File: config.mk
export PLATFORM = sky130hd
export DESIGN_NAME = sched_dual_issue
export DESIGN_NICKNAME = d
export VERILOG_FILES = /design/src/rtl/sched_pkg.sv /design/src/rtl/sched_scoreboard.sv /design/src/rtl/sched_wb_book.sv /design/src/rtl/sched_wb_pick.sv /design/src/rtl/sched_issue_ctl.sv /design/src/rtl/sched_dual_issue.sv
export SDC_FILE = /design/constraint.sdc
export NUM_CORES = 1
export LEC_CHECK = 0
export BUFFER_PORTS_ARGS = -buffer_cell sky130_fd_sc_hd__clkbuf_2
export CAP_MARGIN = 25
export CORE_UTILIZATION = 40
export DETAILED_ROUTE_END_ITERATION = 10
export SLEW_MARGIN = 10
export SYNTH_ARGS = -nofsm -noshare
export SYNTH_HDL_FRONTEND = slang
export SYNTH_SLANG_ARGS = --single-unit
export TNS_END_PERCENT = 50
File: constraint.sdc
create_clock -name clk -period 9.2 [get_ports clk]
set_clock_uncertainty 0.2 [all_clocks]
set_input_delay 1.84 -clock clk [delete_from_list [all_inputs] [get_ports clk]]
set_output_delay 1.84 -clock clk [all_outputs]
set_load 0.05 [all_outputs]
File: src/rtl/sched_pkg.sv
package sched_pkg;

  localparam int NSLOT = 2;
  localparam int NWBP  = 2;
  localparam int NUNIT = 4;

  typedef enum logic [1:0] {
    U_MUL   = 2'd0,
    U_ADD   = 2'd1,
    U_LOGIC = 2'd2,
    U_LOAD  = 2'd3
  } unit_e;

endpackage

File: src/rtl/sched_scoreboard.sv
module sched_scoreboard
  import sched_pkg::*;
#(
  parameter int NREG = 16,
  parameter int RW   = 4,
  parameter int CW   = 2
) (
  input  logic                      clk,
  input  logic                      rst_n,
  input  logic [NSLOT-1:0]          set_en,
  input  logic [NSLOT-1:0][RW-1:0]  set_reg,
  input  logic [NSLOT-1:0][CW-1:0]  set_cnt,
  output logic [NREG-1:0]           rdy,
  output logic [NREG-1:0]           done
);

  for (genvar r = 0; r < NREG; r++) begin : g_ent
    logic          busy_q, busy_d;
    logic [CW-1:0] cnt_q, cnt_d;
    logic          hit0, hit1, ent_en;

    // next state of one entry: a new grant wins over the countdown
    always_comb begin
      hit0   = set_en[0] && (set_reg[0] == RW'(r));
      hit1   = set_en[1] && (set_reg[1] == RW'(r));
      busy_d = busy_q;
      cnt_d  = cnt_q;
      if (hit0) begin
        busy_d = 1'b1;
        cnt_d  = set_cnt[0];
      end else if (hit1) begin
        busy_d = 1'b1;
        cnt_d  = set_cnt[1];
      end else if (busy_q) begin
        if (cnt_q == '0) begin
          busy_d = 1'b0;
        end else begin
          cnt_d = cnt_q - 1'b1;
        end
      end
    end

    assign ent_en = hit0 | hit1 | busy_q;

    always_ff @(posedge clk or negedge rst_n) begin
      if (!rst_n) begin
        busy_q <= 1'b0;
        cnt_q  <= '0;
      end else if (ent_en) begin
        busy_q <= busy_d;
        cnt_q  <= cnt_d;
      end
    end

    assign rdy[r]  = !busy_q || (cnt_q == '0);
    assign done[r] = busy_q && (cnt_q == '0);
  end

endmodule

File: src/rtl/sched_wb_book.sv
module sched_wb_book
  import sched_pkg::*;
#(
  parameter int MAXLAT = 2,
  parameter int CW     = 2
) (
  input  logic                      clk,
  input  logic                      rst_n,
  input  logic [NSLOT-1:0]          gnt,
  input  logic [NSLOT-1:0][CW-1:0]  glat,
  output logic [MAXLAT:1][1:0]      book
);

  logic [MAXLAT:1][1:0]   book_q, book_d;
  logic [MAXLAT+1:1][1:0] book_ext;
  logic                   book_en;

  assign book_ext = {2'b00, book_q};

  // entry k counts results due k cycles ahead; it shifts down each cycle
  always_comb begin
    for (int k = 1; k <= MAXLAT; k++) begin
      logic [1:0] add;
      add = 2'(gnt[0] && (glat[0] == CW'(k + 1)))
          + 2'(gnt[1] && (glat[1] == CW'(k + 1)));
      book_d[k] = book_ext[k + 1] + add;
    end
  end

  assign book_en = (|gnt) || (book_q != '0);

  always_ff @(posedge clk or negedge rst_n) begin
    if (!rst_n) begin
      book_q <= '0;
    end else if (book_en) begin
      book_q <= book_d;
    end
  end

  assign book = book_q;

endmodule

File: src/rtl/sched_wb_pick.sv
module sched_wb_pick
  import sched_pkg::*;
#(
  parameter int NREG = 16,
  parameter int RW   = 4
) (
  input  logic [NREG-1:0]          done,
  output logic [NWBP-1:0]          wb_vld,
  output logic [NWBP-1:0][RW-1:0]  wb_reg
);

  // lowest completing register to port 0, next one to port 1
  always_comb begin
    wb_vld = '0;
    wb_reg = '0;
    for (int r = 0; r < NREG; r++) begin
      if (done[r]) begin
        if (!wb_vld[0]) begin
          wb_vld[0] = 1'b1;
          wb_reg[0] = RW'(r);
        end else if (!wb_vld[1]) begin
          wb_vld[1] = 1'b1;
          wb_reg[1] = RW'(r);
        end
      end
    end
  end

endmodule

File: src/rtl/sched_issue_ctl.sv
module sched_issue_ctl
  import sched_pkg::*;
#(
  parameter int NREG   = 16,
  parameter int RW     = 4,
  parameter int CW     = 2,
  parameter int MAXLAT = 2,
  parameter int LD_LAT = 2,
  parameter int OP_LAT = 1
) (
  input  logic [NSLOT-1:0]              in_vld,
  input  logic [NSLOT-1:0][1:0]         in_unit,
  input  logic [NSLOT-1:0][RW-1:0]      in_dst,
  input  logic [NSLOT-1:0][RW-1:0]      in_srca,
  input  logic [NSLOT-1:0][RW-1:0]      in_srcb,
  input  logic [NREG-1:0]               rdy,
  input  logic [MAXLAT:1][1:0]          book,
  output logic [NSLOT-1:0]              gnt,
  output logic [NSLOT-1:0][NUNIT-1:0]   unit_oh,
  output logic [NSLOT-1:0][CW-1:0]      glat,
  output logic                          stall
);

  logic [NSLOT-1:0] live, regs_ok, port_ok;
  logic             pair_dep, pair_unit;
  logic [1:0]       due1;

  for (genvar s = 0; s < NSLOT; s++) begin : g_slot
    assign glat[s]    = (in_unit[s] == U_LOAD) ? CW'(LD_LAT) : CW'(OP_LAT);
    assign regs_ok[s] = rdy[in_srca[s]] && rdy[in_srcb[s]] && rdy[in_dst[s]];
    assign unit_oh[s] = gnt[s] ? (NUNIT'(1) << in_unit[s]) : '0;
  end

  // slot 1 only exists behind a valid slot 0
  assign live[0] = in_vld[0];
  assign live[1] = in_vld[0] && in_vld[1];

  assign pair_dep  = (in_srca[1] == in_dst[0]) || (in_srcb[1] == in_dst[0])
                  || (in_dst[1] == in_dst[0]);
  assign pair_unit = (in_unit[1] == in_unit[0]);

  assign due1       = book[glat[1]] + 2'(glat[1] == glat[0]);
  assign port_ok[0] = (book[glat[0]] < 2'd2);
  assign port_ok[1] = (due1 < 2'd2);

  always_comb begin
    gnt[0] = live[0] && regs_ok[0] && port_ok[0];
    gnt[1] = live[1] && gnt[0] && regs_ok[1] && port_ok[1]
          && !pair_dep && !pair_unit;
  end

  assign stall = |(live & ~gnt);

endmodule

File: src/rtl/sched_dual_issue.sv
module sched_dual_issue
  import sched_pkg::*;
#(
  parameter int NREG   = 16,
  parameter int LD_LAT = 2,
  parameter int OP_LAT = 1,
  localparam int RW    = $clog2(NREG)
) (
  input  logic               clk,
  input  logic               rst_n,
  input  logic [1:0]         in_vld,
  input  logic [1:0][1:0]    in_unit,
  input  logic [1:0][RW-1:0] in_dst,
  input  logic [1:0][RW-1:0] in_srca,
  input  logic [1:0][RW-1:0] in_srcb,
  output logic [1:0]         iss_gnt,
  output logic [1:0][3:0]    iss_unit,
  output logic               iss_stall,
  output logic [1:0]         wb_vld,
  output logic [1:0][RW-1:0] wb_reg
);

  localparam int MAXLAT = (LD_LAT > OP_LAT) ? LD_LAT : OP_LAT;
  localparam int CW     = $clog2(MAXLAT + 1);

  logic [NREG-1:0]          reg_rdy, wb_req;
  logic [MAXLAT:1][1:0]     due_book;
  logic [NSLOT-1:0][CW-1:0] g_lat, g_cnt;

  sched_issue_ctl #(
    .NREG(NREG), .RW(RW), .CW(CW), .MAXLAT(MAXLAT),
    .LD_LAT(LD_LAT), .OP_LAT(OP_LAT)
  ) u_ctl (
    .in_vld  (in_vld),
    .in_unit (in_unit),
    .in_dst  (in_dst),
    .in_srca (in_srca),
    .in_srcb (in_srcb),
    .rdy     (reg_rdy),
    .book    (due_book),
    .gnt     (iss_gnt),
    .unit_oh (iss_unit),
    .glat    (g_lat),
    .stall   (iss_stall)
  );

  for (genvar s = 0; s < NSLOT; s++) begin : g_cnt_ld
    assign g_cnt[s] = g_lat[s] - CW'(1);
  end

  sched_scoreboard #(.NREG(NREG), .RW(RW), .CW(CW)) u_sb (
    .clk     (clk),
    .rst_n   (rst_n),
    .set_en  (iss_gnt),
    .set_reg (in_dst),
    .set_cnt (g_cnt),
    .rdy     (reg_rdy),
    .done    (wb_req)
  );

  sched_wb_book #(.MAXLAT(MAXLAT), .CW(CW)) u_book (
    .clk   (clk),
    .rst_n (rst_n),
    .gnt   (iss_gnt),
    .glat  (g_lat),
    .book  (due_book)
  );

  sched_wb_pick #(.NREG(NREG), .RW(RW)) u_pick (
    .done   (wb_req),
    .wb_vld (wb_vld),
    .wb_reg (wb_reg)
  );

endmodule

==> results.py, run 1 <==
metrics = {
    "worst_setup_path": {
        "arrival_ns": 4.83,
        "end_kind": "output pin",
        "criticalPathCategory": "input pin to output pin",
        "crit_path_max_incr_delay_ns": 0.53,
        "crit_family": "simple AND/OR/NAND/NOR gates",
        "crit_fanout": 21,
        "cp_slowest_cell": "or4_1",
        "critPathLaunch": "in_unit[1]",
        "crit_buf_inv": 3,
        "cp_common_cell": "nand2_1",
        "cp_cell_sequence": "clkbuf_2, nand2_1, nand2_1, o311ai_0, or4_1, or3_4, inv_2, nand2_1, nor3b_1, clkbuf_2",
        "required_ns": 7.16,
        "cp-start-kind": "input pin",
        "r2r_start": "u_sb.g_ent[10].cnt_q[0]",
    },
    "run_status": {
        "status": "completed",
    },
    "synthesis": {
        "synth_edf_count": 0,
        "netlist.area_leader.share": 0.229,
        "yosys_warnings": 0,
        "synth_async_sr_flop_share": 1.00,
        "yosysTopAreaCell": "dfrtp_1",
        "synth.distinct_cells": 76,
        "netlist_top_cells_area": "dfrtp_1 (23%), xnor2_1 (5.0%), ha_1 (4.8%), mux2i_1 (4.6%), nand2_1 (4.3%)",
        "synth_ff_type": "dfrtp_1",
        "syn_nets": 735,
        "ys_ff_latch": 50,
        "syn_area_per_cell_um2": 8.03,
        "syn_inst": 682,
        "ys_seq_area_frac": 0.229,
        "syn_area_um2": 5470,
    },
    "clock_tree": {
        "cts_tree": "yes",
        "cts_resized": 0,
        "postCtsHoldBufs": 0,
        "cts_inserted_buffers": 5,
        "htreeDepth": 2,
        "clk_pin_slew_ns": 0.07,
        "clock_sinks": 50,
        "clock_latency_ns": 0.30,
        "post_cts_buffers": 0,
        "root_buffer": "clkbuf_16",
        "clock_path_buffers": 2,
    },
    "drt": {
        "wl_um": 18000,
        "drc": 0,
        "ant_nets": 0,
        "vias": 5483,
        "wl_per_cell_um": 20.7,
        "vias_per_cell": 6.30,
        "dr.first_iter.drc_count": 559,
        "drt_pass1_iterations": 5,
    },
    "final_layout": {
        "num-nets-final": 747,
        "antenna-diode-count": 0,
        "design_area_um2": 5890,
        "area_delta_synth_final_pct": 7.52,
        "final_cell_mix": "nand2_1 (63), clkbuf_2 (52), dfrtp_1 (50), inv_1 (43), nor2_1 (43)",
        "drive_gt1_frac": 0.146,
        "layout_commonest_cell": "nand2_1",
    },
    "sta": {
        "tightest_slew_ns": 0.877,
        "setup_viol": 0,
        "fin_crit_sh": 0.747,
        "max_freq_ghz": 0.146,
        "period_needed_ns": 6.87,
        "hold_viol": 0,
        "rsz0062_at_grt": "no",
        "finalSetupTns_ns": 0,
        "drv_slew": 0,
        "slew_headroom": 0.410,
    },
    "grt": {
        "grt_pass1_wl_um": 28900,
        "grt_use_total": 0.259,
        "antenna_found_initial": 0,
        "grt_max_degree": 51,
        "grt_pass1_vias": 5209,
        "grt-ovfl-total": 0,
    },
    "placed_design": {
        "portBuffers": 52,
        "dp_hpwl_um": 13400,
        "finalWeightedCongestion": 0.939,
        "placed_area_um2": 5750,
    },
    "floorplan": {
        "initial_core_util": 0.412,
        "ioPinCount": 53,
        "num_rows": 42,
        "core_um2": 13300,
        "fp.dieW_um": 119,
        "dieArea_um2": 14200,
        "die_y_um": 119,
    },
    "power": {
        "powerDensity_nw_per_um2": 220,
        "cellLeakagePower_nw": 2.51,
        "ir_worst_vdd_mv": 0.0963,
        "finalPower_mw": 1.30,
    },
    "worst_hold_path": {
        "min_from": "u_sb.g_ent[7].cnt_q[1]",
        "worstHoldPathType": "flop to flop",
    },
    "job": {
        "drv_cap": 0,
    },
}
## cells in the mapped netlist (5+ instances only)
cell type	count
o22ai_1	7
nor2_1	43
a31oi_1	10
and3_1	8
dfrtp_1	50
or3_1	8
inv_1	43
nand2_1	63
o21ai_0	33
mux4_2	10
o211a_1	8
a211oi_1	5
a211o_1	5
nand3_1	10
nor4_1	6
ha_1	21
o31ai_1	10
nand4_1	5
nor2b_1	8
and2_1	12
nand3b_1	10
mux2_2	9
nand2b_1	27
xnor2_1	31
a31o_2	5
o211ai_1	13
nor3b_1	15
a21oi_1	28
buf_2	16
nor3_1	26
clkbuf_1	25
mux2i_1	25
## metal layers
metal,vias up,global-route usage,part of all wire
met2,273,0.419,0.46
met1,2650,0.358,0.44
met5,-,0,0
met3,27,0.0330,0.078
met4,0,0.0775,0.024
li1,2533,-,-
## cells by family (layout without fill, tap and decap cells)
logic type	after synthesis	in the layout	synth area share
AO/OA/AOI/OAI	172	172	0.220
XOR/XNOR	31	31	0.0496
adder cells (fa/ha/maj)	24	24	0.0535
buffers and inverters	92	104	0.0697
flip-flops	50	50	0.229
multiplexers	44	44	0.105
AND/OR/NAND/NOR	269	269	0.273
## per-stage QoR
stage	std cells	utilization	hold WS, ns	setup slack (ns)
final	870	0.443	0.329	2.33
after global routing	870	0.443	0.371	2.15
after CTS	870	0.443	0.335	2.38
after detailed placement	863	0.432	0.321	2.39
after global placement	863	0.432	0.317	2.51
after floorplan	682	-	0.289	2.21
## area by class of cell
cell class                      instances  area (µm²)
Timing Repair Buffer                   53         268
Sequential cell                        50        1250
Inverter                               44         165
Clock inverter                          2        15.0
Tap cell                              176         220
Multi-Input combinational cell        540        3840
Fill cell                            1367        7410
Clock buffer                            5         125
## worst reg2reg max path, stage by stage (launching register included)
cell and delay [ns]:
dfrtp_1 0.39, inv_1 0.08, ha_1 0.20, nand2b_1 0.44, mux2i_1 0.13, a2111oi_0 0.55, nand4b_1 0.22, or3_4 0.51
inv_2 0.36, nand4_1 0.72, or3_1 0.59, a31o_1 0.22
## worst paths after layout
check	endpoint	slack, ns	cells past startpoint
worst max-delay path	iss_unit[6]	2.33	10
worst min-delay path	u_sb.g_ent[7].cnt_q[1]	0.33	2
worst max register to register	u_sb.g_ent[11].cnt_q[0]	4.50	11
worst min register to register	u_sb.g_ent[7].cnt_q[1]	0.33	2
max in group asynchronous	u_sb.g_ent[9].cnt_q[0]	6.89	2
min in group asynchronous	u_sb.g_ent[3].cnt_q[0]	1.46	2
## power by group
part | internal, mW | switching (mW) | leakage [nW] | total (mW)
clock network | 0.0995 | 0.0873 | 0.0619 | 0.187
logic | 0.288 | 0.481 | 1.79 | 0.770
registers | 0.293 | 0.0474 | 0.655 | 0.340
total | 0.681 | 0.616 | 2.51 | 1.30
## flip-flops by register name, indices dropped and copies added (netlist names)
register	count
u_sb.g_ent.cnt_q	32
u_sb.g_ent.busy_q	16
u_book.book	2
(Power assumes the default switching activity.)
==> run 2: changes to the inputs <==
clock period = 5.55 ns   (was 9.2 ns; I/O delays follow)
==> run 2 against run 1 <==
Net effect: combinational power up 69%; total power increased by 69%; critical path type is now flop to output pin; critical path depth increased by 2; sequential share of layout area decreased by 0.20 points; sequential power up 66%; critical endpoint is now wb_reg[6]; worst hold slack improved by 0.0013 ns; clock power is 72% higher; highest routed layer unchanged; largest cell class unchanged; utilization is 0.42 points higher; die area unchanged; non-clock buffer count is 6 higher.
==> results.py, run 2 (synthesis gave the netlist of run 1 again) <==
metrics = {
    "floorplan": {
        "dieArea_um2": 14200,
        "num_rows": 42,
        "fp.dieW_um": 119,
        "initial_core_util": 0.412,
        "ioPinCount": 53,
        "core_um2": 13300,
        "die_y_um": 119,
    },
    "worst_hold_path": {
        "hold_depth": 2,
        "worstHoldPathType": "flop to flop",
    },
    "placed_design": {
        "finalWeightedCongestion": 0.985,
        "portBuffers": 52,
        "dp_cells": 869,
        "placed_area_um2": 5790,
        "dpl_worst_slack_ns": 0.537,
        "dp_hpwl_um": 14300,
    },
    "clock_tree": {
        "clock_latency_ns": 0.30,
        "post_cts_buffers": 0,
        "cts_tree": "yes",
        "cts_resized": 0,
        "postCtsHoldBufs": 0,
        "htreeDepth": 2,
        "cts_inserted_buffers": 5,
        "clk_pin_slew_ns": 0.07,
        "clock_path_buffers": 2,
        "clock_sinks": 50,
        "root_buffer": "clkbuf_16",
    },
    "worst_setup_path": {
        "arrival_ns": 3.85,
        "cp_slowest_cell": "ha_1",
        "cp-start-kind": "flop",
        "criticalPathCategory": "flop to output pin",
        "crit_fanout": 15,
        "worstRegToRegCells": 12,
        "required_ns": 4.24,
        "end_kind": "output pin",
        "crit_path_max_incr_delay_ns": 0.50,
        "cp_cell_sequence": "inv_1, ha_1, nand2_1, ha_1, nand2_1, nor3_1, o21ai_0, a21oi_1, a21boi_0, nand4b_1, o311ai_0, clkbuf_2",
    },
    "sta": {
        "tightest_slew_ns": 0.684,
        "finalSetupTns_ns": 0,
        "worst_slack_ns": 0.385,
        "hold_viol": 0,
        "max_freq_ghz": 0.194,
        "fin_crit_sh": 0.931,
        "setup_viol": 0,
        "drv_slew": 0,
        "rsz0062_at_grt": "no",
        "period_needed_ns": 5.16,
        "slew_headroom": 0.544,
    },
    "drt": {
        "wl_um": 18800,
        "vias_per_cell": 6.31,
        "vias": 5531,
        "drt_pass1_iterations": 6,
        "drc": 0,
        "ant_nets": 0,
        "met3_wirelength_um": 1080,
        "wl_met1_um": 8330,
        "dr.first_iter.drc_count": 685,
        "route.met2.wl_um": 8900,
        "wl_per_cell_um": 21.5,
        "dr.max_layer_used": "met4",
    },
    "final_layout": {
        "design_area_um2": 5940,
        "num-nets-final": 753,
        "layout_commonest_cell": "nand2_1",
        "antenna-diode-count": 0,
        "area_delta_synth_final_pct": 8.55,
        "instances_no_fill": 877,
        "top_register": "u_sb.g_ent.cnt_q",
        "largest_reg_flops": 32,
        "final_cell_mix": "nand2_1 (63), clkbuf_2 (52), dfrtp_1 (50), inv_1 (43), nor2_1 (43)",
        "drive_gt1_frac": 0.154,
    },
    "grt": {
        "grt_pass1_wl_um": 29500,
        "grt-ovfl-total": 0,
        "antenna_found_initial": 0,
        "grt_max_degree": 51,
        "grt_pass1_vias": 5306,
        "grt_use_total": 0.269,
    },
    "power": {
        "intPower_mw": 1.15,
        "powerDensity_nw_per_um2": 368,
        "finalPower_mw": 2.19,
        "seqPwrFrac": 0.258,
        "cellLeakagePower_nw": 2.55,
        "pwr-share-clk": 0.147,
        "combPwrFrac": 0.595,
        "switching_share": 0.473,
        "power.switching_mw": 1.03,
        "ir_worst_vdd_mv": 0.195,
    },
    "job": {
        "drv_cap": 0,
    },
    "run_status": {
        "status": "completed",
    },
}
run 2: path summary, 6_finish.rpt:
check | from | to | slack (ns)
setup / recovery | u_sb.g_ent[1].cnt_q[0] | wb_reg[6] | 0.39
hold / removal | u_sb.g_ent[7].cnt_q[1] | u_sb.g_ent[7].cnt_q[1] | 0.33
setup reg to reg | u_sb.g_ent[8].cnt_q[0] | u_sb.g_ent[6].cnt_q[0] | 0.92
hold reg to reg | u_sb.g_ent[7].cnt_q[1] | u_sb.g_ent[7].cnt_q[1] | 0.33
max in group asynchronous | rst_n | u_sb.g_ent[11].busy_q | 3.95
min in group asynchronous | rst_n | u_sb.g_ent[4].cnt_q[0] | 0.73
run 2: layout make-up:
cell class              count  area, µm²
clock buffers               6        139
repair buffers             59        313
well taps                 176        220
multi-input cells         540       3840
fillers                  1362       7350
inverters                  44        165
clock inverters             2       12.5
flip-flops and latches     50       1250
run 2: worst max-delay path: cells and delay by family, from the launching register on:
kind / cells / cell delay, ns
compound gates: 4 / 0.98
simple gates: 4 / 1.05
flops: 1 / 0.36
fa+ha+maj: 2 / 0.78
buf+inv: 2 / 0.39
run 2: power groups by stage:
stage	Clock [mW]	Sequential [mW]	Combinational, mW
floorplan	0	0.546	0.973
global placement	0	0.564	1.25
detailed placement	0	0.570	1.29
CTS	0.326	0.562	1.29
global route	0.342	0.579	1.43
finish	0.321	0.563	1.30
run 2: layer usage:
metal	GRT usage	vias to the layer above
li1	-	2539
met1	0.355	2700
met2	0.452	248
met3	0.0307	44
met4	0.0957	0
met5	0	-
run 2: through the flow:
step	util	hold WS [ns]
final	0.447	0.330
after detailed placement	0.436	0.318
after global placement	0.436	0.320
after CTS	0.447	0.333
after global routing	0.447	0.365
after floorplan	-	0.289
==> run 3: changes to the inputs <==
CELL_PAD_IN_SITES_DETAIL_PLACEMENT = 1   (was not set)
CELL_PAD_IN_SITES_GLOBAL_PLACEMENT = 1   (was not set)
CORE_UTILIZATION = 41   (was 40)
PLACE_DENSITY_LB_ADDON = 0.1   (was not set)
==> run 3 against run 2 <==
Net effect: design area grew 0.72%; clock power grew 14%; sequential share of layout area fell by 0.15 points; register-to-register slack better by 0.43 ns; first-iteration DRC count down 30%; final cell count down 0.11%; combinational power hardly changed; global-route usage up 1.8 points; die area decreased by 2.4%; clock-buffer cell count is the same.
==> results.py, run 3 (synthesis gave the netlist of run 1 again) <==
metrics = {
    "power": {
        "power.switching_mw": 1.05,
        "seqPwrFrac": 0.249,
        "switching_share": 0.467,
        "ir_worst_vdd_mv": 0.189,
        "intPower_mw": 1.20,
        "pwr-share-clk": 0.162,
        "powerDensity_nw_per_um2": 377,
        "cellLeakagePower_nw": 2.57,
        "combPwrFrac": 0.589,
    },
    "job": {
        "drv_cap": 0,
    },
    "final_layout": {
        "top_register": "u_sb.g_ent.cnt_q",
        "fillCellCount": 1601,
        "num-nets-final": 757,
        "final_cell_mix": "nand2_1 (63), clkbuf_2 (52), dfrtp_1 (50), inv_1 (43), nor2_1 (43)",
        "design_area_um2": 5980,
        "drive_gt1_frac": 0.158,
        "antenna-diode-count": 0,
        "seqCellArea_um2": 1250,
        "multi_input_area_um2": 3840,
        "layout_commonest_cell": "nand2_1",
        "area_delta_synth_final_pct": 9.33,
        "largest_reg_flops": 32,
    },
    "clock_tree": {
        "cts_inserted_buffers": 5,
        "post_cts_buffers": 0,
        "cts_tree": "yes",
        "clk_pin_slew_ns": 0.07,
        "htreeDepth": 2,
        "clock_path_buffers": 2,
        "cts_resized": 0,
        "clock_sinks": 50,
        "postCtsHoldBufs": 0,
        "clock_latency_ns": 0.30,
        "root_buffer": "clkbuf_16",
    },
    "worst_setup_path": {
        "critPathLaunch": "u_sb.g_ent[0].cnt_q[0]",
        "required_ns": 4.24,
        "end_kind": "output pin",
        "crit_fanout": 15,
        "criticalPathCategory": "flop to output pin",
        "r2r_start": "u_sb.g_ent[11].cnt_q[0]",
        "arrival_ns": 3.86,
        "cp-start-kind": "flop",
    },
    "sta": {
        "worst_slack_ns": 0.382,
        "drv_slew": 0,
        "rsz0062_at_grt": "no",
        "setup_viol": 0,
        "tightest_slew_ns": 0.823,
        "fin_crit_sh": 0.931,
        "finalSetupTns_ns": 0,
        "max_freq_ghz": 0.193,
        "hold_viol": 0,
        "slew_headroom": 0.446,
        "period_needed_ns": 5.17,
    },
    "worst_hold_path": {
        "worstHoldPathType": "flop to flop",
        "min_from": "u_sb.g_ent[7].cnt_q[1]",
    },
    "placed_design": {
        "portBuffers": 52,
        "dp_hpwl_um": 15100,
        "placed_area_um2": 5820,
        "dpl_worst_slack_ns": 0.685,
        "finalWeightedCongestion": 0.965,
    },
    "drt": {
        "vias_per_cell": 6.38,
        "dr.first_iter.drc_count": 480,
        "drc": 0,
        "drt_pass1_iterations": 4,
        "wl_per_cell_um": 22.8,
        "vias": 5592,
        "ant_nets": 0,
        "wl_um": 20000,
    },
    "grt": {
        "grt_pass1_vias": 5711,
        "grt_use_total": 0.287,
        "grt_pass1_wl_um": 31100,
        "grt-ovfl-total": 0,
        "antenna_found_initial": 0,
        "grt_max_degree": 51,
    },
    "floorplan": {
        "core_um2": 12800,
        "fp.dieW_um": 118,
        "ioPinCount": 53,
        "die_y_um": 118,
        "num_rows": 41,
        "initial_core_util": 0.427,
        "dieArea_um2": 13800,
    },
    "run_status": {
        "status": "completed",
    },
}
## run 3: through the flow
| stage | hold WS [ns] | instances | utilization | total power [mW] |
|---|---|---|---|---|
| after CTS | 0.344 | 876 | 0.467 | 2.25 |
| after detailed placement | 0.332 | 869 | 0.453 | 1.88 |
| final | 0.340 | 876 | 0.467 | 2.26 |
| after floorplan | 0.289 | 682 | - | 1.52 |
| after global placement | 0.309 | 869 | 0.453 | 1.81 |
| after global routing | 0.369 | 876 | 0.467 | 2.40 |
## run 3: routing by layer
layer	track usage	vias up	share of wire
met2	0.483	211	0.47
met5	0	-	0
met1	0.375	2781	0.44
met3	0.0247	58	0.048
met4	0.131	0	0.042
li1	-	2542	-
## run 3: path summary, 6_finish.rpt
| check | endpoint | slack, ns | depth (start not counted) |
|---|---|---|---|
| worst max register to register | u_sb.g_ent[6].cnt_q[0] | 1.35 | 13 |
| max in group asynchronous | u_sb.g_ent[5].busy_q | 3.96 | 2 |
| min in group asynchronous | u_sb.g_ent[15].cnt_q[0] | 0.73 | 2 |
| worst min register to register | u_sb.g_ent[7].cnt_q[1] | 0.34 | 2 |
| worst max-delay path | wb_reg[5] | 0.38 | 12 |
| worst min-delay path | u_sb.g_ent[7].cnt_q[1] | 0.34 | 2 |
## run 3: area by class of cell
type | count | share of cell area
clock inverter | 1 | 0.00502
timing repair buffer | 63 | 0.0573
tap | 172 | 0.0360
clock buffer | 6 | 0.0232
inverter | 44 | 0.0276
sequential | 50 | 0.209
multi-input combinational | 540 | 0.642
## run 3: power by group through the flow
stage	registers, mW	clock network [mW]	logic, mW
after floorplan	0.546	0	0.973
after global placement	0.560	0	1.26
after detailed placement	0.568	0	1.31
after CTS	0.561	0.371	1.32
after global routing	0.572	0.378	1.45
final	0.562	0.365	1.33
## run 3: worst max-delay path, cell delays in order (launching register included)
cell and delay (ns):
dfrtp_1 0.36, inv_1 0.05, ha_1 0.25, nand2_1 0.14
ha_1 0.49, nand4_1 0.42, nor3_1 0.36, nand2_1 0.21
maj3_1 0.39, nand3_1 0.10, o21ai_0 0.11, o311ai_0 0.34
clkbuf_2 0.34
